===== config.mk =====
export PLATFORM = sky130hd
export DESIGN_NAME = vsync_timing_gen
export DESIGN_NICKNAME = d
export VERILOG_FILES = /design/src/rtl/vsg_pkg.sv /design/src/rtl/vsg_hcount.sv /design/src/rtl/vsg_vcount.sv /design/src/rtl/vsg_wave.sv /design/src/rtl/vsync_timing_gen.sv
export SDC_FILE = /design/constraint.sdc
export NUM_CORES = 1
export LEC_CHECK = 0
export BUFFER_PORTS_ARGS = -buffer_cell sky130_fd_sc_hd__buf_4
export CORE_ASPECT_RATIO = 1.4
export CORE_UTILIZATION = 55
export CTS_BUF_LIST = sky130_fd_sc_hd__clkbuf_8
export CTS_CLUSTER_SIZE = 40
export DETAILED_ROUTE_END_ITERATION = 7
export PLACE_DENSITY = 0.94
export SYNTH_ARGS = -nofsm -noshare
export SYNTH_HDL_FRONTEND = slang
export SYNTH_HIERARCHICAL = 1
export SYNTH_SLANG_ARGS = --single-unit

===== constraint.sdc =====
create_clock -name clk_i -period 4.6 [get_ports clk_i]
set_clock_uncertainty 0.05 [all_clocks]
set_input_delay 1.38 -clock clk_i [delete_from_list [all_inputs] [get_ports clk_i]]
set_output_delay 1.38 -clock clk_i [all_outputs]
set_load 0.03 [all_outputs]

===== src/rtl/vsg_pkg.sv =====
package vsg_pkg;
  parameter int unsigned TW    = 12;
  parameter int unsigned NSLOT = 18;
  parameter int unsigned CW    = 11;

  typedef logic [TW-1:0] tval_t;

  typedef struct packed {
    logic       run;
    logic       es_off;
    logic [3:0] pol;
    logic       il;
    logic       dbl;
    logic       eq_on;
    logic [2:0] sel;
  } mode_t;

  function automatic mode_t decode_mode(input logic [CW-1:0] c);
    mode_t m;
    m.run    = c[10];
    m.es_off = c[9];
    m.pol    = c[8:5];
    m.sel    = c[2:0];
    m.il     = (c[4:3] == 2'b00);
    m.dbl    = !c[4];
    m.eq_on  = (c[4:3] != 2'b01);
    return m;
  endfunction

  function automatic logic in_span(input tval_t x, input tval_t lo, input tval_t hi);
    return (x >= lo) && (x < hi);
  endfunction
endpackage


===== src/rtl/vsg_hcount.sv =====
module vsg_hcount
  import vsg_pkg::*;
(
  input  logic  clk_i,
  input  logic  rst_ni,
  input  logic  run_i,
  input  logic  restart_i,
  input  logic  il_i,
  input  logic  dbl_i,
  input  tval_t hmax_i,
  output tval_t hcnt_o,
  output tval_t hnext_o,
  output tval_t pos_o,
  output tval_t half_o,
  output logic  step_o
);
  tval_t hcnt_q, hcnt_d, half;

  assign half = hmax_i >> 1;

  always_comb begin
    hcnt_d = hcnt_q;
    if (run_i) begin
      if (restart_i)              hcnt_d = tval_t'(1);
      else if (hcnt_q == hmax_i)  hcnt_d = tval_t'(1);
      else                        hcnt_d = tval_t'(hcnt_q + 1'b1);
    end
  end

  always_ff @(negedge clk_i or negedge rst_ni) begin
    if (!rst_ni) hcnt_q <= tval_t'(1);
    else         hcnt_q <= hcnt_d;
  end

  assign hcnt_o  = hcnt_q;
  assign hnext_o = hcnt_d;
  assign half_o  = half;
  assign pos_o   = (dbl_i && (hcnt_q > half)) ? tval_t'(hcnt_q - half) : hcnt_q;
  assign step_o  = run_i && !restart_i &&
                   ((hcnt_q == hmax_i) || (il_i && (hcnt_q == half)));

  assert_hstep_R1: assert property (@(negedge clk_i) disable iff (!rst_ni)
    (run_i && !restart_i && hcnt_q != hmax_i) |=> hcnt_q == tval_t'($past(hcnt_q) + 1'b1));

  assert_hfreeze_R9: assert property (@(negedge clk_i) disable iff (!rst_ni)
    !run_i |=> $stable(hcnt_q));

  assert_hrestart_R13: assert property (@(negedge clk_i) disable iff (!rst_ni)
    (run_i && restart_i) |=> hcnt_q == tval_t'(1));
endmodule


===== src/rtl/vsg_vcount.sv =====
module vsg_vcount
  import vsg_pkg::*;
(
  input  logic  clk_i,
  input  logic  rst_ni,
  input  logic  run_i,
  input  logic  restart_i,
  input  logic  il_i,
  input  logic  step_i,
  input  tval_t vmax_i,
  input  tval_t hcnt_i,
  input  tval_t hnext_i,
  input  tval_t half_i,
  input  tval_t r1_i,
  input  tval_t r5_i,
  input  tval_t r6_i,
  output tval_t vcnt_o,
  output logic  odd_o,
  output logic  vsync_o
);
  tval_t vcnt_q, vcnt_d;
  logic  odd_q, odd_d, vs_q, vs_d, hs_lead;
  tval_t lead2;

  assign lead2   = tval_t'(r1_i + half_i);
  assign hs_lead = (hnext_i == r1_i) || (il_i && (hnext_i == lead2));

  always_comb begin
    vcnt_d = vcnt_q;
    odd_d  = odd_q;
    vs_d   = vs_q;
    if (run_i) begin
      if (restart_i) begin
        vcnt_d = tval_t'(1);
        odd_d  = 1'b1;
      end else if (step_i) begin
        if (vcnt_q == vmax_i) begin
          vcnt_d = tval_t'(1);
          odd_d  = !odd_q;
        end else begin
          vcnt_d = tval_t'(vcnt_q + 1'b1);
        end
      end
      if (!il_i) odd_d = 1'b1;
      if (hs_lead)        vs_d = in_span(vcnt_d, r5_i, r6_i);
      else if (restart_i) vs_d = 1'b0;
    end
  end

  always_ff @(negedge clk_i or negedge rst_ni) begin
    if (!rst_ni) begin
      vcnt_q <= tval_t'(1);
      odd_q  <= 1'b1;
      vs_q   <= 1'b0;
    end else begin
      vcnt_q <= vcnt_d;
      odd_q  <= odd_d;
      vs_q   <= vs_d;
    end
  end

  assign vcnt_o  = vcnt_q;
  assign odd_o   = odd_q;
  assign vsync_o = vs_q;

  assert_vwrap_R3: assert property (@(negedge clk_i) disable iff (!rst_ni)
    (step_i && vcnt_q == vmax_i) |=> vcnt_q == tval_t'(1));

  assert_odd_flat_R8: assert property (@(negedge clk_i) disable iff (!rst_ni)
    (run_i && !il_i) |=> odd_q);

  assert_vs_at_lead_R4: assert property (@(negedge clk_i) disable iff (!rst_ni)
    !$stable(vs_q) |-> (hcnt_i == r1_i) || (hcnt_i == tval_t'(1)) ||
                       (il_i && hcnt_i == tval_t'(r1_i + half_i)));
endmodule


===== src/rtl/vsg_wave.sv =====
module vsg_wave
  import vsg_pkg::*;
(
  input  logic  clk_i,
  input  logic  rst_ni,
  input  mode_t md_i,
  input  tval_t hcnt_i,
  input  tval_t pos_i,
  input  tval_t vcnt_i,
  input  logic  vsync_i,
  input  tval_t r1_i,
  input  tval_t r2_i,
  input  tval_t r3_i,
  input  tval_t r7_i,
  input  tval_t r9_i,
  input  tval_t r10_i,
  input  tval_t r11_i,
  input  tval_t r12_i,
  input  tval_t r13_i,
  input  tval_t r14_i,
  input  tval_t r15_i,
  input  tval_t r16_i,
  input  tval_t r17_i,
  input  tval_t r18_i,
  output logic [3:0] pin_o
);
  localparam int unsigned NPIN = 4;
  localparam tval_t ONE = tval_t'(1);

  logic hsync, hblank, vblank, win, csync, cblank;
  logic hgate, vgate, cursor, vint;
  logic [NPIN-1:0] act, pin_val, pin_q, pin_d;

  assign hsync  = in_span(hcnt_i, r1_i, r2_i);
  assign hblank = in_span(hcnt_i, ONE, r3_i);
  assign vblank = in_span(vcnt_i, ONE, r7_i);
  assign hgate  = in_span(hcnt_i, r15_i, r16_i);
  assign vgate  = in_span(vcnt_i, r17_i, r18_i);
  assign vint   = in_span(vcnt_i, r13_i, r14_i);
  assign cursor = hgate && vgate;
  assign cblank = hblank || vblank;
  assign win    = !md_i.es_off && in_span(vcnt_i, r11_i, r12_i);

  always_comb begin
    if (win) begin
      if (vsync_i)         csync = in_span(pos_i, r1_i, r10_i);
      else if (md_i.eq_on) csync = in_span(pos_i, r1_i, r9_i);
      else                 csync = hsync;
    end else begin
      csync = hsync || vsync_i;
    end
  end

  always_comb begin
    act[0] = md_i.sel[0] ? vblank : cblank;
    act[1] = md_i.sel[1] ? vsync_i : csync;
    act[2] = md_i.sel[0] ? hblank : (md_i.sel[2] ? cursor : hgate);
    act[3] = md_i.sel[1] ? hsync  : (md_i.sel[2] ? vint   : vgate);
  end

  for (genvar g = 0; g < NPIN; g++) begin : g_pol
    assign pin_val[g] = md_i.pol[g] ? act[g] : !act[g];
  end

  assign pin_d = md_i.run ? pin_val : pin_q;

  always_ff @(negedge clk_i or negedge rst_ni) begin
    if (!rst_ni) pin_q <= '0;
    else         pin_q <= pin_d;
  end

  assign pin_o = pin_q;

  assert_pin_hold_R9: assert property (@(negedge clk_i) disable iff (!rst_ni)
    !md_i.run |=> $stable(pin_q));

  assert_cursor_in_gate_R5: assert property (@(negedge clk_i) disable iff (!rst_ni)
    cursor |-> (hcnt_i >= r15_i) && (vcnt_i >= r17_i));
endmodule


===== src/rtl/vsync_timing_gen.sv =====
module vsync_timing_gen
  import vsg_pkg::*;
#(
  parameter int unsigned SLOTS = vsg_pkg::NSLOT,
  parameter int unsigned WID   = vsg_pkg::TW
) (
  input  logic                  clk_i,
  input  logic                  rst_ni,
  input  logic [CW-1:0]         ctrl_i,
  input  logic [SLOTS*WID-1:0]  tregs_i,
  input  logic                  restart_i,
  output logic                  blank_pin_o,
  output logic                  sync_pin_o,
  output logic                  haux_pin_o,
  output logic                  vaux_pin_o,
  output logic                  field_odd_o
);
  tval_t tr [1:SLOTS];
  for (genvar k = 1; k <= SLOTS; k++) begin : g_slot
    assign tr[k] = tval_t'(tregs_i[(k-1)*WID +: WID]);
  end

  mode_t md;
  assign md = decode_mode(ctrl_i);

  tval_t hcnt, hnext, pos, half, vcnt;
  logic  step, vsync;
  logic [3:0] pins;

  vsg_hcount u_h (
    .clk_i, .rst_ni,
    .run_i(md.run), .restart_i, .il_i(md.il), .dbl_i(md.dbl),
    .hmax_i(tr[4]),
    .hcnt_o(hcnt), .hnext_o(hnext), .pos_o(pos), .half_o(half), .step_o(step)
  );

  vsg_vcount u_v (
    .clk_i, .rst_ni,
    .run_i(md.run), .restart_i, .il_i(md.il), .step_i(step),
    .vmax_i(tr[8]), .hcnt_i(hcnt), .hnext_i(hnext), .half_i(half),
    .r1_i(tr[1]), .r5_i(tr[5]), .r6_i(tr[6]),
    .vcnt_o(vcnt), .odd_o(field_odd_o), .vsync_o(vsync)
  );

  vsg_wave u_w (
    .clk_i, .rst_ni, .md_i(md),
    .hcnt_i(hcnt), .pos_i(pos), .vcnt_i(vcnt), .vsync_i(vsync),
    .r1_i(tr[1]), .r2_i(tr[2]), .r3_i(tr[3]), .r7_i(tr[7]),
    .r9_i(tr[9]), .r10_i(tr[10]), .r11_i(tr[11]), .r12_i(tr[12]),
    .r13_i(tr[13]), .r14_i(tr[14]), .r15_i(tr[15]), .r16_i(tr[16]),
    .r17_i(tr[17]), .r18_i(tr[18]),
    .pin_o(pins)
  );

  assign blank_pin_o = pins[0];
  assign sync_pin_o  = pins[1];
  assign haux_pin_o  = pins[2];
  assign vaux_pin_o  = pins[3];
endmodule


==> results of run 1 <==
timing repair:
action	in CTS
buffers inserted	42
endpoints found under the hold margin	0
cloned	2
endpoints found under the setup margin	34
resized for setup	175
pin swaps	84
cells by family after synthesis:
kind of cell	synth area share
other	0.0004387
DFF	0.08826
AOI/OAI and AO/OA	0.2065
muxes	0.01932
buffers and inverters	0.1145
and+or+nand+nor	0.1705
xor gates and xnor gates	0.07670
adders and majority gates	0.3238
metal layers:
layer,track usage,GRT overflow
met1,0.6515,0
met3,0.5366,0
met4,0.7390,6
met2,0.9094,7
met5,0.1136,0
through the flow:
step / instances / util / setup slack [ns] / hold WS (ns) / setup TNS (ns)
after floorplan: 1119 / - / -2.252 / 0.4849 / -23.54
after global placement: 1683 / 0.8099 / -2.609 / 0.3795 / -38.20
after detailed placement: 1683 / 0.8099 / -2.823 / 0.3960 / -43.03
after CTS: 1730 / 0.8846 / -2.295 / 0.4231 / -31.70
==> metrics.txt, run 1 <==
status aborted with a tool error; failing step global routing; tool error [ERROR GRT-0116] Global routing finished with congestion. Check the congestion regions in the DRC Viewer.; Cell Area, Synth 0.008548 sq mm; Die Ht approximately 150 um; Distinct cells, synth 74; biggest area consumer among synthesized cells ha_1; DIE WIDTH between 100 and 150 um; placed cell areas ~0.012 sq mm; syn_area_per_cell roughly 7.6 sq um; Global Route Usage Sum 0.6971; Initial Util 0.5654; Placer Congestion between 0.9 and 1; largest net degree at the start of global routing 31; hpwl dp approximately 28,000 um; syn_nets between 1,500 and 2,000; Ports approximately 240; first-pass GRT wire length between 80,000 and 90,000 um; port bufs ~230; total gr overflow 13; flops & latches, synth 30; Syn Inst Count roughly 1,100; number of buffers on the longest clock path 2; Rows between 50 and 60; top cells by count, synth ha_1 (218), inv_1 (211), a21oi_1 (66), nor2_1 (59), o21ai_0 (53); Post-synth EDFFs 0; H-Tree Level Count 2; count of yosys warnings during synthesis 6; CTS Hold Bufs 0; Async S/R FF share, synth 1.000; most frequent cell after synthesis ha_1; CTS sink cnt 30; Synth top area share 0.3191; Primary FF master, synth dfrtn_1; vias in the first global route ~14,000; post-synthesis sequential area ratio 0.08826; Num CTS Buffers 5; ranking of synthesized cells by area ha_1 (32%), inv_1 (9.3%), dfrtn_1 (7.9%); root buffer cell clkbuf_8
==> run 2, diff against run 1 <==
--- a/config.mk
+++ b/config.mk
@@ -6,12 +6,9 @@
 export NUM_CORES = 1
 export LEC_CHECK = 0
 export BUFFER_PORTS_ARGS = -buffer_cell sky130_fd_sc_hd__buf_4
-export CORE_ASPECT_RATIO = 1.4
-export CORE_UTILIZATION = 55
-export CTS_BUF_LIST = sky130_fd_sc_hd__clkbuf_8
-export CTS_CLUSTER_SIZE = 40
+export CORE_UTILIZATION = 40
 export DETAILED_ROUTE_END_ITERATION = 7
-export PLACE_DENSITY = 0.94
+export PLACE_DENSITY_LB_ADDON = 0.15
 export SYNTH_ARGS = -nofsm -noshare
 export SYNTH_HDL_FRONTEND = slang
 export SYNTH_HIERARCHICAL = 1
==> run 2 against run 1 <==
The flow now finishes, with violations (setup timing); synthesized cell count did not move; synthesized area did not move.
==> metrics.txt, run 2 <==
Synth top area share 0.3191 (unchanged); syn_area_per_cell 7.639 sq um (unchanged); CTS Hold Bufs 0 (unchanged); Final Net Count approximately 2,000; Routed WL 30,500 um; max-slew violation count 0; count of yosys warnings during synthesis 6 (unchanged); Distinct cells, synth 74 (unchanged); placed cell areas 0.01254 sq mm (was 0.01225 sq mm); Post-synth EDFFs 0 (unchanged); Slew @ Worst Pin ~0.69 ns; initial antenna violation count 0; port bufs 234 (unchanged); PwrDens roughly 130 mW/mm^2; Vias 9,479; Cell Area, Synth 0.008548 sq mm (unchanged); Die Ht 148.2 um (was 149.5 um); failing checks setup timing; post-DR vias/cell about 5.2; hpwl dp 25,190 um (was 28,100 um); # Max-Cap Violations 0; post-layout power 1.718 mW; drt initial violations between 200 and 300; Seq. cell area about 750 sq um; # setup viols final 32; post-synthesis sequential area ratio 0.08826 (unchanged); final worst setup slack -2.406 ns; crit-path cells buf_4 > ha_4 > fa_2 > nand2b_4 > a21oi_2 > and2_1 > o21ai_2 > buf_12 > a2111oi_4 > xor2_2 > buf_4 > ha_4 > nand4_1 > nor2_1 > a21oi_1 > a41oi_2 > nor4bb_1 > buf_4 > or4_1 > a31oi_1; worst hold margin 0.4178 ns; Primary FF master, synth dfrtn_1 (unchanged); flops & latches, synth 30 (unchanged); DIE WIDTH 148.2 um (was 107.4 um); clock insertion delay at the later pin of the skew report around 0.34 ns; CTS sink cnt 30 (unchanged); Top cell by count, worst path buf_4; syn_nets 1,569 (unchanged); biggest area consumer among synthesized cells ha_1 (unchanged); Rows 53 (unchanged); CP max-delay cell or4_1; commonest non-fill, non-tap cell in the layout buf_4; DR DRC count 0; largest net degree at the start of global routing 24; status finished with violations (was aborted with a tool error); most frequent cell after synthesis ha_1 (unchanged); ranking of synthesized cells by area ha_1 (32%), inv_1 (9.3%), dfrtn_1 (7.9%) (unchanged); hold violation total from the final report 0; CTS tree done; Worst Path Max Fanout 19; layout cell share with drive strength beyond 1 0.3984; Pleak around 7.4 nW; Placer Congestion 0.9123 (was 0.9640); Post-DRT Antenna Nets 0; first-pass GRT wire length between 40,000 and 50,000 um; Final Instance Count excl. Fillers approximately 1,800; clock slew at reported path FFs about 0.040 ns; Data arrival, critical path around 5.0 ns; final instance area 0.01352 sq mm; slowest stage delay, CP 0.49 ns; Critical Path Start Type input port; root buffer cell clkbuf_16 (was clkbuf_8); drt pass-1 iters 4; most frequent cells in the layout buf_4 (397), inv_1 (196), ha_1 (195); Syn Inst Count 1,119 (unchanged); fill count 1,898; routed wire length per instance roughly 17 um; Layout area overhead 58.15%; CP bufs+invs 4; Initial Util 0.4079 (was 0.5654); top cells by count, synth ha_1 (218), inv_1 (211), a21oi_1 (66), nor2_1 (59), o21ai_0 (53) (unchanged); critical path's top delay family simple AND/OR/NAND/NOR gates; TNS Setup -30.85 ns; worst min path class flip-flop to flip-flop; die area about 0.022 sq mm; CP Capture Type flip-flop; pre-CTS setup slack -2.930 ns (was -2.823 ns); RSZ-0062 raised after global routing true; Num CTS Buffers 5 (unchanged); Multi-input gate area between 0.007 and 0.008 sq mm; Slew HR 0.5394; number of buffers on the longest clock path 2 (unchanged); worst vdd ir about 0.00012 V; diode count 0; H-Tree Level Count 2 (unchanged); Global Route Usage Sum 0.2741; Layout Utilization 0.6452; placed cell count 1,788 (was 1,683); critical path type input port to flip-flop; Critical Path RT around 2.6 ns; core footprint 0.02096 sq mm; total gr overflow 0; vias in the first global route ~9,500; Ports 235 (unchanged); Async S/R FF share, synth 1.000 (unchanged)
[run 2: worst register-to-register path: cells and delay by family, from the launching register on]
kind                     cells  cell delay [ns]
flip-flops                   1             0.52
buffers and inverters        4             0.57
AO/OA/AOI/OAI                6             0.96
XOR/XNOR                     1             0.15
AND/OR/NAND/NOR              6             1.10
adder cells (fa/ha/maj)      3             0.77
[run 2: timing repair]
action                                  CTS  global route
gates resized for setup                  75            68
setup buffers                            17            11
hold endpoints to repair                  0             0
endpoints found under the setup margin   35            35
pin swaps                                41            43
[run 2: area by class of cell]
| cell class | instances | share of cell area |
|---|---|---|
| Timing Repair Buffer | 447 | 0.2640 |
| Clock inverter | 4 | 0.001111 |
| Sequential cell | 30 | 0.05581 |
| Tap cell | 275 | 0.02545 |
| Multi-Input combinational cell | 849 | 0.5829 |
| Inverter | 209 | 0.06099 |
| Clock buffer | 7 | 0.009810 |
[run 2: path summary, 6_finish.rpt]
kind | startpoint | end | slack (ns) | cells past startpoint
worst max-delay path | tregs_i[37] | u_w/pin_o[1] | -2.41 | 20
worst min-delay path | u_w/pin_o[3] | u_w/pin_o[3] | 0.42 | 2
worst max register to register | u_h/hcnt_o[0] | u_w/pin_o[1] | 0.44 | 20
worst min register to register | u_w/pin_o[3] | u_w/pin_o[3] | 0.42 | 2
max in group asynchronous | rst_ni | u_w/pin_o[3] | 0.94 | 2
min in group asynchronous | rst_ni | u_v/vcnt_o[5] | 3.11 | 1
[run 2: routing by layer]
layer / vias to the layer above / wire [um] / global-route usage
li1: 4820 / - / -
met1: 4367 / 13070 / 0.3361
met2: 246 / 15360 / 0.4962
met3: 46 / 1365 / 0.03681
met4: 0 / 703 / 0.07732
met5: - / 0 / 0
[run 2: cell families (layout without fill, tap and decap cells)]
kind of cell,count (synthesis),in the layout,share of synthesized area
xor+xnor,71,71,0.07670
mux,15,15,0.01932
buf+inv,240,667,0.1145
flops,30,30,0.08826
simple gates,275,275,0.1705
other cells,1,1,0.0004387
compound gates,267,267,0.2065
fa+ha+maj,220,220,0.3238
[run 2: report_power, final]
group | total, mW | internal [mW] | switching, mW
registers | 0.297 | 0.280 | 0.0166
logic | 1.09 | 0.576 | 0.518
clock network | 0.328 | 0.203 | 0.125
(Power assumes the default switching activity.)
==> run 3, diff against run 2 <==
--- a/config.mk
+++ b/config.mk
@@ -9,6 +9,7 @@
 export CORE_UTILIZATION = 40
 export DETAILED_ROUTE_END_ITERATION = 7
 export PLACE_DENSITY_LB_ADDON = 0.15
+export SETUP_SLACK_MARGIN = 0.05
 export SYNTH_ARGS = -nofsm -noshare
 export SYNTH_HDL_FRONTEND = slang
 export SYNTH_HIERARCHICAL = 1
==> constraint.sdc (replaced) <==
create_clock -name clk_i -period 5.92 [get_ports clk_i]
set_clock_uncertainty 0.05 [all_clocks]
set_input_delay 1.776 -clock clk_i [delete_from_list [all_inputs] [get_ports clk_i]]
set_output_delay 1.776 -clock clk_i [all_outputs]
set_load 0.03 [all_outputs]
==> run 3 against run 2 <==
Non-clock buffer count fell by 12; register-to-register slack improved by 1.0 ns; combinational power is 23% lower; utilization decreased by 0.054 points; via count up 0.52%; count of clock-buffer cells in the layout decreased by 1; critical endpoint unchanged; design area barely moved; final cell count down 0.66%; sequential power down 20%; worst hold slack got worse by 0.031 ns; global-route usage rose by 0.15 points; die area did not move; the run still ends with setup timing left.
==> metrics.txt, run 3 (synthesis results as in run 2) <==
port bufs 234 (unchanged); final instance area 0.01351 sq mm (was 0.01352 sq mm); status finished with violations (unchanged); placed cell areas 0.01237 sq mm (was 0.01254 sq mm); number of buffers on the longest clock path 2 (unchanged); vias in the first global route 9,509 (was 9,492); # setup viols final 30 (was 32); crit-path cells buf_4 > inv_2 > ha_4 > a21o_1 > a211oi_2 > o211ai_1 > o21ai_4 > buf_6 > buf_4 > mux2_4 > ha_4 > nand4_1 > buf_4 > a21oi_2 > nor3_2 > a41oi_2 > nor4bb_2 > or4_1 > a31oi_1 (was buf_4 > ha_4 > fa_2 > nand2b_4 > a21oi_2 > and2_1 > o21ai_2 > buf_12 > a2111oi_4 > xor2_2 > buf_4 > ha_4 > nand4_1 > nor2_1 > a21oi_1 > a41oi_2 > nor4bb_1 > buf_4 > or4_1 > a31oi_1); diode count 0 (unchanged); CP bufs+invs 5 (was 4); Pleak 7.374 nW (was 7.428 nW); # Max-Cap Violations 0 (unchanged); H-Tree Level Count 2 (unchanged); GRT met3 Usage 0.03466 (was 0.03681); critical path's top delay family compound AO/OA/AOI/OAI gates (was simple AND/OR/NAND/NOR gates); Placer Congestion 0.9256 (was 0.9123); Data arrival, critical path 5.37 ns (was 4.97 ns); busiest grt layer met2 (unchanged); DIE WIDTH 148.2 um (unchanged); DR DRC count 0 (unchanged); drt pass-1 iters 5 (was 4); Num CTS Buffers 5 (unchanged); Final Net Count 1,983 (was 1,995); CP max-delay cell or4_1 (unchanged); max-slew violation count 0 (unchanged); failing checks setup timing (unchanged); Post-DRT Antenna Nets 0 (unchanged); hpwl dp 24,670 um (was 25,190 um); Routed WL 30,870 um (was 30,500 um); critical path type input port to flip-flop (unchanged); commonest non-fill, non-tap cell in the layout buf_4 (unchanged); met1 usage 0.3369 (was 0.3361); clock insertion delay at the later pin of the skew report 0.36 ns (was 0.34 ns); post-DR vias/cell 5.267 (was 5.205); final worst setup slack -2.146 ns (was -2.406 ns); most frequent cells in the layout buf_4 (389), inv_1 (196), ha_1 (192) (was buf_4 (397), inv_1 (196), ha_1 (195)); Slew @ Worst Pin 0.8311 ns (was 0.6910 ns); PwrDens 99.12 mW/mm^2 (was 127.1 mW/mm^2); CP Capture Type flip-flop (unchanged); Critical Path RT 3.22 ns (was 2.56 ns); clock slew at reported path FFs 0.04 ns (about the same); grt met2 use 0.4951 (was 0.4962); root buffer cell clkbuf_16 (unchanged); Vias 9,528 (was 9,479); Top cell by count, worst path buf_4 (unchanged); pre-CTS setup slack -2.691 ns (was -2.930 ns); drt initial violations 331 (was 266); worst min path class flip-flop to flip-flop (unchanged); Die Ht 148.2 um (unchanged); Critical Path Start Type input port (unchanged); CTS Hold Bufs 0 (unchanged); core footprint 0.02096 sq mm (unchanged); fill count 1,886 (was 1,898); slowest stage delay, CP 0.51 ns (was 0.49 ns); first-pass GRT wire length 47,730 um (was 47,350 um); largest net degree at the start of global routing 31 (was 24); Ports 235 (unchanged); Global Route Usage Sum 0.2756 (was 0.2741); worst hold margin 0.3865 ns (was 0.4178 ns); initial antenna violation count 0 (unchanged); Slew HR 0.4459 (was 0.5394); die area 0.02196 sq mm (unchanged); hold violation total from the final report 0 (unchanged); total gr overflow 0 (unchanged); Layout area overhead 58.02% (was 58.15%); CTS sink cnt 30 (unchanged); layout cell share with drive strength beyond 1 0.4035 (was 0.3984); worst vdd ir 0.00008931 V (was 0.0001199 V); Worst Path Max Fanout 8 (was 19); routed wire length per instance 17.07 um (was 16.75 um); RSZ-0062 raised after global routing true (unchanged); CTS tree done (unchanged); Initial Util 0.4079 (unchanged); Rows 53 (unchanged)
## run 3: what timing repair did
item / 4_1_cts / 5_1_grt
setup endpoints to repair: 31 / 31
hold endpoints to repair: 0 / 0
setup buffers: 29 / 15
gates resized for setup: 73 / 96
cloned: 1 / 0
pin swaps: 56 / 65
## run 3: path summary, 6_finish.rpt
check | start | to | slack [ns] | cells after the start
max | tregs_i[46] | u_w/pin_o[1] | -2.15 | 19
min | u_w/pin_o[3] | u_w/pin_o[3] | 0.39 | 2
max reg2reg | u_h/hcnt_o[0] | u_w/pin_o[1] | 1.44 | 18
min reg2reg | u_w/pin_o[3] | u_w/pin_o[3] | 0.39 | 2
max in group asynchronous | rst_ni | u_h/hcnt_o[0] | 1.19 | 1
min in group asynchronous | rst_ni | u_v/vcnt_o[2] | 4.21 | 1
## run 3: layout make-up
class                      instances  area (sq um)  share of cell area
clock buffer                       6         128.9            0.009541
clock inverter                     5         18.77            0.001389
multi-input combinational        849          7913              0.5858
sequential                        30         754.5             0.05585
timing repair buffer             435          3517              0.2604
inverter                         209         832.0             0.06160
tap                              275         344.1             0.02547
## run 3: through the flow
step / power, mW / util / setup TNS (ns) / cells
after global placement: 1.002 / 0.5905 / -31.81 / 1766
after global routing: 1.435 / 0.6446 / -27.40 / 1809
after detailed placement: 1.011 / 0.5905 / -32.66 / 1766
after CTS: 1.301 / 0.6233 / -22.61 / 1800
after floorplan: 0.6539 / - / -15.74 / 1119
final: 1.339 / 0.6446 / -24.63 / 1809
## run 3: power by group
part / leakage [nW] / switching (mW) / internal (mW)
clock network: 0.0846 / 0.102 / 0.156
logic: 6.89 / 0.402 / 0.441
registers: 0.398 / 0.0199 / 0.217
## run 3: worst register-to-register path: stages (launching register included)
cell	delay [ns]
dfstp_2	0.73
inv_1	0.14
ha_4	0.19
fa_2	0.42
nand2b_4	0.17
a211oi_2	0.28
o21a_1	0.20
or4b_1	0.13
nand3_1	0.07
mux2_4	0.32
ha_4	0.28
nand4_1	0.14
buf_4	0.18
a21oi_2	0.11
nor3_2	0.06
a41oi_2	0.21
nor4bb_2	0.09
or4_1	0.51
a31oi_1	0.15
## run 3: routing by layer
layer / share of wire / wire [um]
met5: 0 / 0
met1: 0.42 / 13040
met4: 0.031 / 964
met3: 0.047 / 1464
met2: 0.50 / 15400
==> run 4, diff against run 3 <==
--- a/config.mk
+++ b/config.mk
@@ -10,6 +10,7 @@
 export DETAILED_ROUTE_END_ITERATION = 7
 export PLACE_DENSITY_LB_ADDON = 0.15
 export SETUP_SLACK_MARGIN = 0.05
+export SKIP_LAST_GASP = 1
 export SYNTH_ARGS = -nofsm -noshare
 export SYNTH_HDL_FRONTEND = slang
 export SYNTH_HIERARCHICAL = 1
==> run 4 against run 3 <==
The run still ends with setup timing left; wire length decreased by 1.0%; flip-flop and latch count unchanged; register-to-register slack about the same; critical endpoint unchanged; highest routed layer unchanged.
==> metrics.txt, run 4 (synthesis results as in run 2) <==
Layout area overhead 57.06% (was 58.02%); Die Ht 148.2 um (unchanged); Placer Congestion 0.9256 (unchanged); diode count 0 (unchanged); final worst setup slack -2.158 ns (was -2.146 ns); most frequent cells in the layout buf_4 (395), inv_1 (196), ha_1 (193) (was buf_4 (389), inv_1 (196), ha_1 (192)); first-pass GRT wire length 47,670 um (was 47,730 um); hpwl dp 24,670 um (unchanged); # setup viols final 30 (unchanged); TNS Setup -24.36 ns (was -24.63 ns); status finished with violations (unchanged); drt pass-1 iters 5 (unchanged); core footprint 0.02096 sq mm (unchanged); critical path type input port to flip-flop (unchanged); Initial Util 0.4079 (unchanged); CTS Hold Bufs 0 (unchanged); CP Capture Type flip-flop (unchanged); worst hold margin 0.3862 ns (was 0.3865 ns); root buffer cell clkbuf_16 (unchanged); die area 0.02196 sq mm (unchanged); Data arrival, critical path 5.38 ns (was 5.37 ns); Layout Utilization 0.6407 (was 0.6446); Routed WL 30,560 um (was 30,870 um); drt initial violations 325 (was 331); worst vdd ir 0.00008941 V (was 0.00008931 V); number of buffers on the longest clock path 2 (unchanged); Critical Path RT 3.23 ns (was 3.22 ns); vias in the first global route 9,507 (was 9,509); Worst Path Max Fanout 2 (was 8); Post-DRT Antenna Nets 0 (unchanged); routed wire length per instance 16.89 um (was 17.07 um); design internal power 0.8120 mW (was 0.8145 mW); DR DRC count 0 (unchanged); placed cell count 1,766 (unchanged); Reg power frac 0.178 (was 0.177); Ports 235 (unchanged); Pleak 7.347 nW (was 7.374 nW); clock insertion delay at the later pin of the skew report 0.36 ns (about the same); Clock Power Share 0.195 (was 0.193); fill count 1,890 (was 1,886); Global Route Usage Sum 0.2751 (was 0.2756); Slew HR 0.4264 (was 0.4459); port bufs 234 (unchanged); CTS tree done (unchanged); hold violation total from the final report 0 (unchanged); commonest non-fill, non-tap cell in the layout buf_4 (unchanged); post-DR vias/cell 5.275 (was 5.267); clock slew at reported path FFs 0.04 ns (about the same); H-Tree Level Count 2 (unchanged); Critical Path Start Type input port (unchanged); Slew @ Worst Pin 0.8604 ns (was 0.8311 ns); Rows 53 (unchanged); Logic pwr share 0.627 (was 0.630); RSZ-0062 raised after global routing true (unchanged); largest net degree at the start of global routing 31 (unchanged); failing checks setup timing (unchanged); Num CTS Buffers 5 (unchanged); Sw Ratio 0.3913 (was 0.3917); Final Instance Count excl. Fillers 1,809 (unchanged); layout cell share with drive strength beyond 1 0.4022 (was 0.4035); # Max-Cap Violations 0 (unchanged); initial antenna violation count 0 (unchanged); Final Net Count 1,983 (unchanged); placed cell areas 0.01237 sq mm (unchanged); final instance area 0.01343 sq mm (was 0.01351 sq mm); total gr overflow 0 (unchanged); DIE WIDTH 148.2 um (unchanged); Vias 9,543 (was 9,528); CTS sink cnt 30 (unchanged); switching pwr 0.5220 mW (was 0.5244 mW); max-slew violation count 0 (unchanged); PwrDens 99.37 mW/mm^2 (was 99.12 mW/mm^2); worst min path class flip-flop to flip-flop (unchanged)
## run 4: cell type report
cell class | count | area (sq um) | area share
Multi-Input combinational cell | 849 | 7866 | 0.5859
Timing Repair Buffer | 435 | 3486 | 0.2596
Inverter | 209 | 827.0 | 0.06160
Sequential cell | 30 | 754.5 | 0.05620
Tap cell | 275 | 344.1 | 0.02563
Clock buffer | 6 | 128.9 | 0.009599
Clock inverter | 5 | 18.77 | 0.001398
## run 4: worst max-delay path, cell delays in order
cell and delay, ns:
buf_8 0.11, inv_8 0.04, ha_4 0.19, a21o_1 0.17, or3_4 0.37, o211ai_1 0.31, nor2_2 0.09, a2111oi_4 0.39
xor2_1 0.14, ha_1 0.31, nand4_1 0.17, buf_4 0.19, a21oi_2 0.11, nor3_2 0.06, a41oi_2 0.21, nor4bb_2 0.09
or4_1 0.51, a31oi_1 0.15
## run 4: repair_timing
item | in CTS | in global routing
cloned | 1 | 0
resized for setup | 68 | 79
pin swaps | 56 | 66
buffers inserted | 29 | 15
setup endpoints to repair | 31 | 31
## run 4: final timing paths
kind	cells past startpoint	to	slack, ns	startpoint
worst max-delay path	18	u_w/pin_o[1]	-2.16	tregs_i[41]
worst min-delay path	2	u_w/pin_o[3]	0.39	u_w/pin_o[3]
worst max register to register	18	u_w/pin_o[1]	1.45	u_h/hcnt_o[0]
worst min register to register	2	u_w/pin_o[3]	0.39	u_w/pin_o[3]
max in group asynchronous	1	u_h/hcnt_o[0]	1.19	rst_ni
min in group asynchronous	1	u_v/vcnt_o[2]	4.20	rst_ni
## run 4: power by group through the flow
stage,sequential [mW],combinational [mW],clock (mW)
finish,0.237,0.837,0.260
floorplan,0.249,0.400,0.00529
global route,0.238,0.918,0.274
global placement,0.239,0.758,0.00529
detailed placement,0.239,0.767,0.00529
CTS,0.237,0.800,0.262
## run 4: per-layer routing
layer  GRT usage  share of wire  routed length, um  up-vias
li1            -              -                  -     4795
met1      0.3373           0.42              12910     4422
met2      0.4948           0.50              15270      271
met3     0.03405          0.050               1524       55
met4     0.08969          0.028                856        0
met5           0              0                  0        -
## run 4: through the flow
| stage | power (mW) | setup slack (ns) |
|---|---|---|
| after CTS | 1.298 | -2.220 |
| final | 1.334 | -2.158 |
| after detailed placement | 1.011 | -2.691 |
| after global placement | 1.002 | -2.528 |
| after floorplan | 0.6539 | -1.988 |
| after global routing | 1.431 | -2.339 |
